## config.mk

```make
export PLATFORM = sky130hd
export DESIGN_NAME = slot_frame_tx
export DESIGN_NICKNAME = d
export VERILOG_FILES = /design/src/rtl/slot_tx_pkg.sv /design/src/rtl/slot_tx_ctrl.sv /design/src/rtl/slot_tx_dp.sv /design/src/rtl/slot_frame_tx.sv
export SDC_FILE = /design/constraint.sdc
export NUM_CORES = 1
export LEC_CHECK = 0
export ABC_AREA = 1
export BUFFER_PORTS_ARGS = -buffer_cell sky130_fd_sc_hd__buf_2
export CORE_MARGIN = 5
export CORE_UTILIZATION = 48
export DETAILED_ROUTE_END_ITERATION = 10
export PLACE_DENSITY = 0.74
export RECOVER_POWER = 100
export SLEW_MARGIN = 20
export SYNTH_ARGS = -nofsm -noshare
export SYNTH_HDL_FRONTEND = slang
export SYNTH_SLANG_ARGS = --single-unit
```

## constraint.sdc

```tcl
create_clock -name clk -period 1.3 [get_ports clk]
set_input_delay 0.065 -clock clk [delete_from_list [all_inputs] [get_ports clk]]
set_output_delay 0.065 -clock clk [all_outputs]
set_load 0.01 [all_outputs]
```

## src/rtl/slot_tx_pkg.sv

```systemverilog
package slot_tx_pkg;

  // Strobes from the frame sequencer to the datapath
  typedef struct packed {
    logic load;      // present first frame bit and capture inputs
    logic syncNext;  // sync level for the bit being presented
  } txStrobe_t;

endpackage

```

## src/rtl/slot_tx_ctrl.sv

```systemverilog
module slot_tx_ctrl
  import slot_tx_pkg::*;
#(
  parameter int TAG_W   = 16,
  parameter int FRAME_W = 256
) (
  input  logic      clk,
  input  logic      rstN,
  output txStrobe_t strobe,
  output logic      frameStart
);

  localparam int CNT_W = $clog2(FRAME_W);
  localparam logic [CNT_W-1:0] LAST_POS = CNT_W'(FRAME_W - 1);
  localparam logic [CNT_W-1:0] TAG_END  = CNT_W'(TAG_W);

  // bitPos = frame position presented at the next rising edge
  logic [CNT_W-1:0] bitPos;

  always_ff @(posedge clk or negedge rstN) begin
    if (!rstN) begin
      bitPos <= '0;
    end else if (bitPos == LAST_POS) begin
      bitPos <= '0;
    end else begin
      bitPos <= bitPos + 1'b1;
    end
  end

  always_comb begin
    strobe.load     = (bitPos == '0);
    strobe.syncNext = (bitPos < TAG_END);
    frameStart      = (bitPos == '0);
  end

endmodule

```

## src/rtl/slot_tx_dp.sv

```systemverilog
module slot_tx_dp
  import slot_tx_pkg::*;
#(
  parameter int NUM_SLOTS = 12,
  parameter int SLOT_W    = 20,
  parameter int TAG_W     = 16,
  parameter int ADDR_W    = 2
) (
  input  logic                        clk,
  input  logic                        rstN,
  input  txStrobe_t                   strobe,
  input  logic [NUM_SLOTS-1:0]        slotValid,
  input  logic [NUM_SLOTS*SLOT_W-1:0] slotData,
  input  logic [ADDR_W-1:0]           codecAddr,
  output logic                        syncOut,
  output logic                        dataOut
);

  localparam int FRAME_W = TAG_W + NUM_SLOTS * SLOT_W;
  localparam int FLAG_HI = TAG_W - 2;

  logic [TAG_W-1:0]   tagWord;
  logic [FRAME_W-1:0] frameWord;
  logic [FRAME_W-2:0] shiftReg;

  // Tag: global valid, per-slot flags, reserved zeros, address
  always_comb begin
    tagWord                = '0;
    tagWord[TAG_W-1]       = |slotValid;
    tagWord[ADDR_W-1:0]    = codecAddr;
    for (int i = 0; i < NUM_SLOTS; i++) begin
      tagWord[FLAG_HI - i] = slotValid[i];
    end
  end

  assign frameWord[FRAME_W-1 -: TAG_W] = tagWord;

  // Data slots: payload gated by its own valid flag
  for (genvar s = 0; s < NUM_SLOTS; s++) begin : g_slot
    assign frameWord[FRAME_W-1-TAG_W-s*SLOT_W -: SLOT_W] =
      slotValid[s] ? slotData[s*SLOT_W +: SLOT_W] : '0;
  end

  always_ff @(posedge clk or negedge rstN) begin
    if (!rstN) begin
      shiftReg <= '0;
      dataOut  <= 1'b0;
      syncOut  <= 1'b0;
    end else begin
      syncOut <= strobe.syncNext;
      if (strobe.load) begin
        dataOut  <= frameWord[FRAME_W-1];
        shiftReg <= frameWord[FRAME_W-2:0];
      end else begin
        dataOut  <= shiftReg[FRAME_W-2];
        shiftReg <= {shiftReg[FRAME_W-3:0], 1'b0};
      end
    end
  end

endmodule

```

## src/rtl/slot_frame_tx.sv

```systemverilog
module slot_frame_tx
  import slot_tx_pkg::*;
#(
  parameter int NUM_SLOTS = 12,
  parameter int SLOT_W    = 20,
  parameter int TAG_W     = 16,
  parameter int ADDR_W    = 2
) (
  input  logic                        clk,
  input  logic                        rstN,
  input  logic [NUM_SLOTS-1:0]        slotValid,
  input  logic [NUM_SLOTS*SLOT_W-1:0] slotData,
  input  logic [ADDR_W-1:0]           codecAddr,
  output logic                        frameStart,
  output logic                        syncOut,
  output logic                        dataOut
);

  localparam int FRAME_W = TAG_W + NUM_SLOTS * SLOT_W;

  txStrobe_t strobe;

  slot_tx_ctrl #(
    .TAG_W  (TAG_W),
    .FRAME_W(FRAME_W)
  ) u_ctrl (
    .clk       (clk),
    .rstN      (rstN),
    .strobe    (strobe),
    .frameStart(frameStart)
  );

  slot_tx_dp #(
    .NUM_SLOTS(NUM_SLOTS),
    .SLOT_W   (SLOT_W),
    .TAG_W    (TAG_W),
    .ADDR_W   (ADDR_W)
  ) u_dp (
    .clk      (clk),
    .rstN     (rstN),
    .strobe   (strobe),
    .slotValid(slotValid),
    .slotData (slotData),
    .codecAddr(codecAddr),
    .syncOut  (syncOut),
    .dataOut  (dataOut)
  );

endmodule

```

==> flow_metrics.env <==
export IMPL_avgSynthCellArea_um2=9.01
export IMPL_dr_pass1_iters=6
export IMPL_start_util_pct=48.4
export IMPL_insertion_delay_ps=540
export IMPL_finalHoldViolCount=0
export IMPL_areaGrowthSynthToFinish_pct=72.0
export IMPL_num_vias=11700
export IMPL_wl_um=46100
export IMPL_synth_seq_cells=265
export IMPL_status="finished, violations left"
export IMPL_fin_crit_sh_pct=142
export IMPL_final_util_pct=83.2
export IMPL_nets=2016
export IMPL_dp_hpwl_um=18500
export IMPL_slowest_stage="dfrtp_1"
export IMPL_cp_arrival_ps=2320
export IMPL_die_y_um=158
export IMPL_cts_buffers=28
export IMPL_end_kind="flip-flop"
export IMPL_cts_max_level=1
export IMPL_final_cell_mix="379 x nand2_1, 265 x dfrtp_1, 257 x buf_2"
export IMPL_grt_max_degree=45
export IMPL_place_gp_congestion=0.852
export IMPL_cp_cell_sequence="inv_1 > ha_2 > nand2_4 > nor2_4 > buf_4 > buf_8 > buf_12 > bufbuf_16 > nand3_1 > nand2_1"
export IMPL_clockBufferDepth=3
export IMPL_setup_ws_ps=-552
export IMPL_wl_per_cell_um=22.4
export IMPL_yosysTopAreaCell="dfrtp_1"
export IMPL_cpPeakStageDelay_ps=390
export IMPL_syn_nets=1423
export IMPL_filler_cell_count=1044
export IMPL_skew_ps=15.8
export IMPL_ant_nets=0
export IMPL_initialDrtViolationCount=1183
export IMPL_critPathMaxFanout=11
export IMPL_drcViolationCount=0
export IMPL_root_buffer="clkbuf_16"
export IMPL_port_buffers=258
export IMPL_power_density_nw_per_um2=1030
export IMPL_swShare_pct=23.4
export IMPL_ff2ff_path_depth=10
export IMPL_hold_depth=4
export IMPL_cp_required_ps=1770
export IMPL_ir_drop_mv=1.09
export IMPL_cts_clk_slew_worst_paths_ps=60
export IMPL_antenna_found_initial=4
export IMPL_core_area_um2=21700
export IMPL_pwr_share_clk_pct=42.5
export IMPL_grt_pass1_wl_um=61500
export IMPL_layout_commonest_cell="nand2_1"
export IMPL_setup_viol=262
export IMPL_rsz0062_at_grt="yes"
export IMPL_holdCritPathClass="primary input to flip-flop"
export IMPL_dieArea_um2=24900
export IMPL_drive_above_1_share_pct=34.1
export IMPL_rows=54
export IMPL_post_place_cells=1697
export IMPL_period_needed_ps=1850
export IMPL_synth_area_um2=10500
export IMPL_pre_cts_ws_ps=-157
export IMPL_pin_count=259
export IMPL_yosysUniqueCellTypes=16
export IMPL_internal_power_mw=14.3
export IMPL_slew_headroom_pct=19.2
export IMPL_fin_cells=2064
export IMPL_cap_violations=0
export IMPL_clkSinkCount=265
export IMPL_tns_ps=-102800
export IMPL_p_leak_nw=9.41
export IMPL_crit_type="flip-flop to flip-flop"
export IMPL_cts_tree="yes"
export IMPL_synth_area_top_cells="dfrtp_1 63%, nand2_1 19%, nand3_1 11%"
export IMPL_synthCells=1165
export IMPL_overflow=0
export IMPL_yosysWarnings=0
export IMPL_p_seq_share_pct=47.0
export IMPL_tightest_slew_ps=1210
export IMPL_avgViaCountPerCell=5.65
export IMPL_yosys_area_top_type_share_pct=63.2
export IMPL_critPathLaunchType="flip-flop"
export IMPL_violations="setup timing"
export IMPL_yosysSeqAreaShare_pct=63.2
export IMPL_fmax_ghz=0.540
export IMPL_maxSlewViolCount=0
export IMPL_p_sw_mw=4.37
export IMPL_grt_pass1_vias=11800
export IMPL_die_w_um=158
export IMPL_track_usage_pct=31.6
export IMPL_p_comb_share_pct=10.5
==> power groups by stage <==
stage | clock network (mW) | registers (mW) | logic (mW)
2_1_floorplan | 0 | 8.79 | 0.358
3_3_place_gp | 0 | 8.82 | 1.08
3_5_place_dp | 0 | 8.82 | 1.11
4_1_cts | 7.90 | 8.68 | 1.70
5_1_grt | 8.37 | 8.78 | 2.09
6_report | 7.92 | 8.76 | 1.95
==> registers in the layout, summed over array words and instances, names as in the netlist <==
signal / cells
u_ctrl.bitPos: 8
u_dp.dataOut: 1
u_dp.shiftReg: 255
u_dp.syncOut: 1
==> routing by layer <==
metal	global-route usage [%]	share of wire, %
met5	0	0.028
met4	18.2	7.0
met3	7.93	8.6
met2	53.0	49
met1	37.0	35
==> cell families (layout without fill, tap and decap cells) <==
family                     count (synthesis)  after routing  share of synthesized area (%)
DFF                                      265            265                           63.2
AOI/OAI and AO/OA                          4              4                          0.191
buffers and inverters                     93            703                           4.64
adders and majority gates                  2              2                          0.238
and+or+nand+nor                          798            799                           31.5
xor gates and xnor gates                   3              3                          0.250
other                                      0              8                              0
==> cells in the mapped netlist <==
library cell and instances:
nand3_1 241, o21ai_0 3, nor2_1 20, buf_6 11
xnor2_1 1, nand3b_1 1, inv_1 13, dfrtp_1 265
clkbuf_1 19, a21oi_1 1, or2_2 1, xor2_1 2
ha_1 2, buf_2 44, buf_1 6, nand2_1 535
==> per-stage QoR <==
step | total power [mW] | hold slack, ps | area [µm²]
3_3_place_gp | 9.90 | 0.517 | 12600
3_5_place_dp | 9.93 | -1.41 | 12600
6_report | 18.6 | 38.3 | 18000
5_1_grt | 19.2 | 40.5 | 18000
2_1_floorplan | 9.15 | -231 | 10500
4_1_cts | 18.3 | 6.90 | 16700
==> cell type report <==
cell class              instances  area [µm²]  area share (%)
flip-flops and latches        265        6630            36.7
well taps                     280         350            1.94
diodes                          8        20.0           0.111
multi-input cells             808        4130            22.9
clock buffers                  44         852            4.72
inverters                      13        56.3           0.312
clock inverters                 4        45.0           0.250
repair buffers                642        5960            33.1
==> repair_timing <==
item	CTS	global route
pin swaps	3	71
endpoints found under the setup margin	256	262
buffers inserted	10	16
hold endpoints to repair	514	0
hold buffers	253	0
cloned	18	17
resized for setup	21	266
==> critical path: cells and delay by family (launching register included) <==
kind / cells / cell delay [ps]
buffers and inverters: 5 / 780
AND/OR/NAND/NOR: 4 / 410
flip-flops: 1 / 390
adder cells (fa/ha/maj): 1 / 200
==> final timing paths <==
path / from / end / slack [ps]
worst max-delay path: u_ctrl.bitPos[1] / u_dp.shiftReg[152] / -550
worst min-delay path: slotValid[5] / u_dp.shiftReg[249] / 40
worst min register to register: u_dp.shiftReg[90] / u_dp.shiftReg[91] / 440
worst max register to register: u_ctrl.bitPos[1] / u_dp.shiftReg[152] / -550
max in group asynchronous: rstN / u_dp.shiftReg[185] / 50
min in group asynchronous: rstN / u_dp.shiftReg[127] / 310
(Power assumes the default switching activity.)
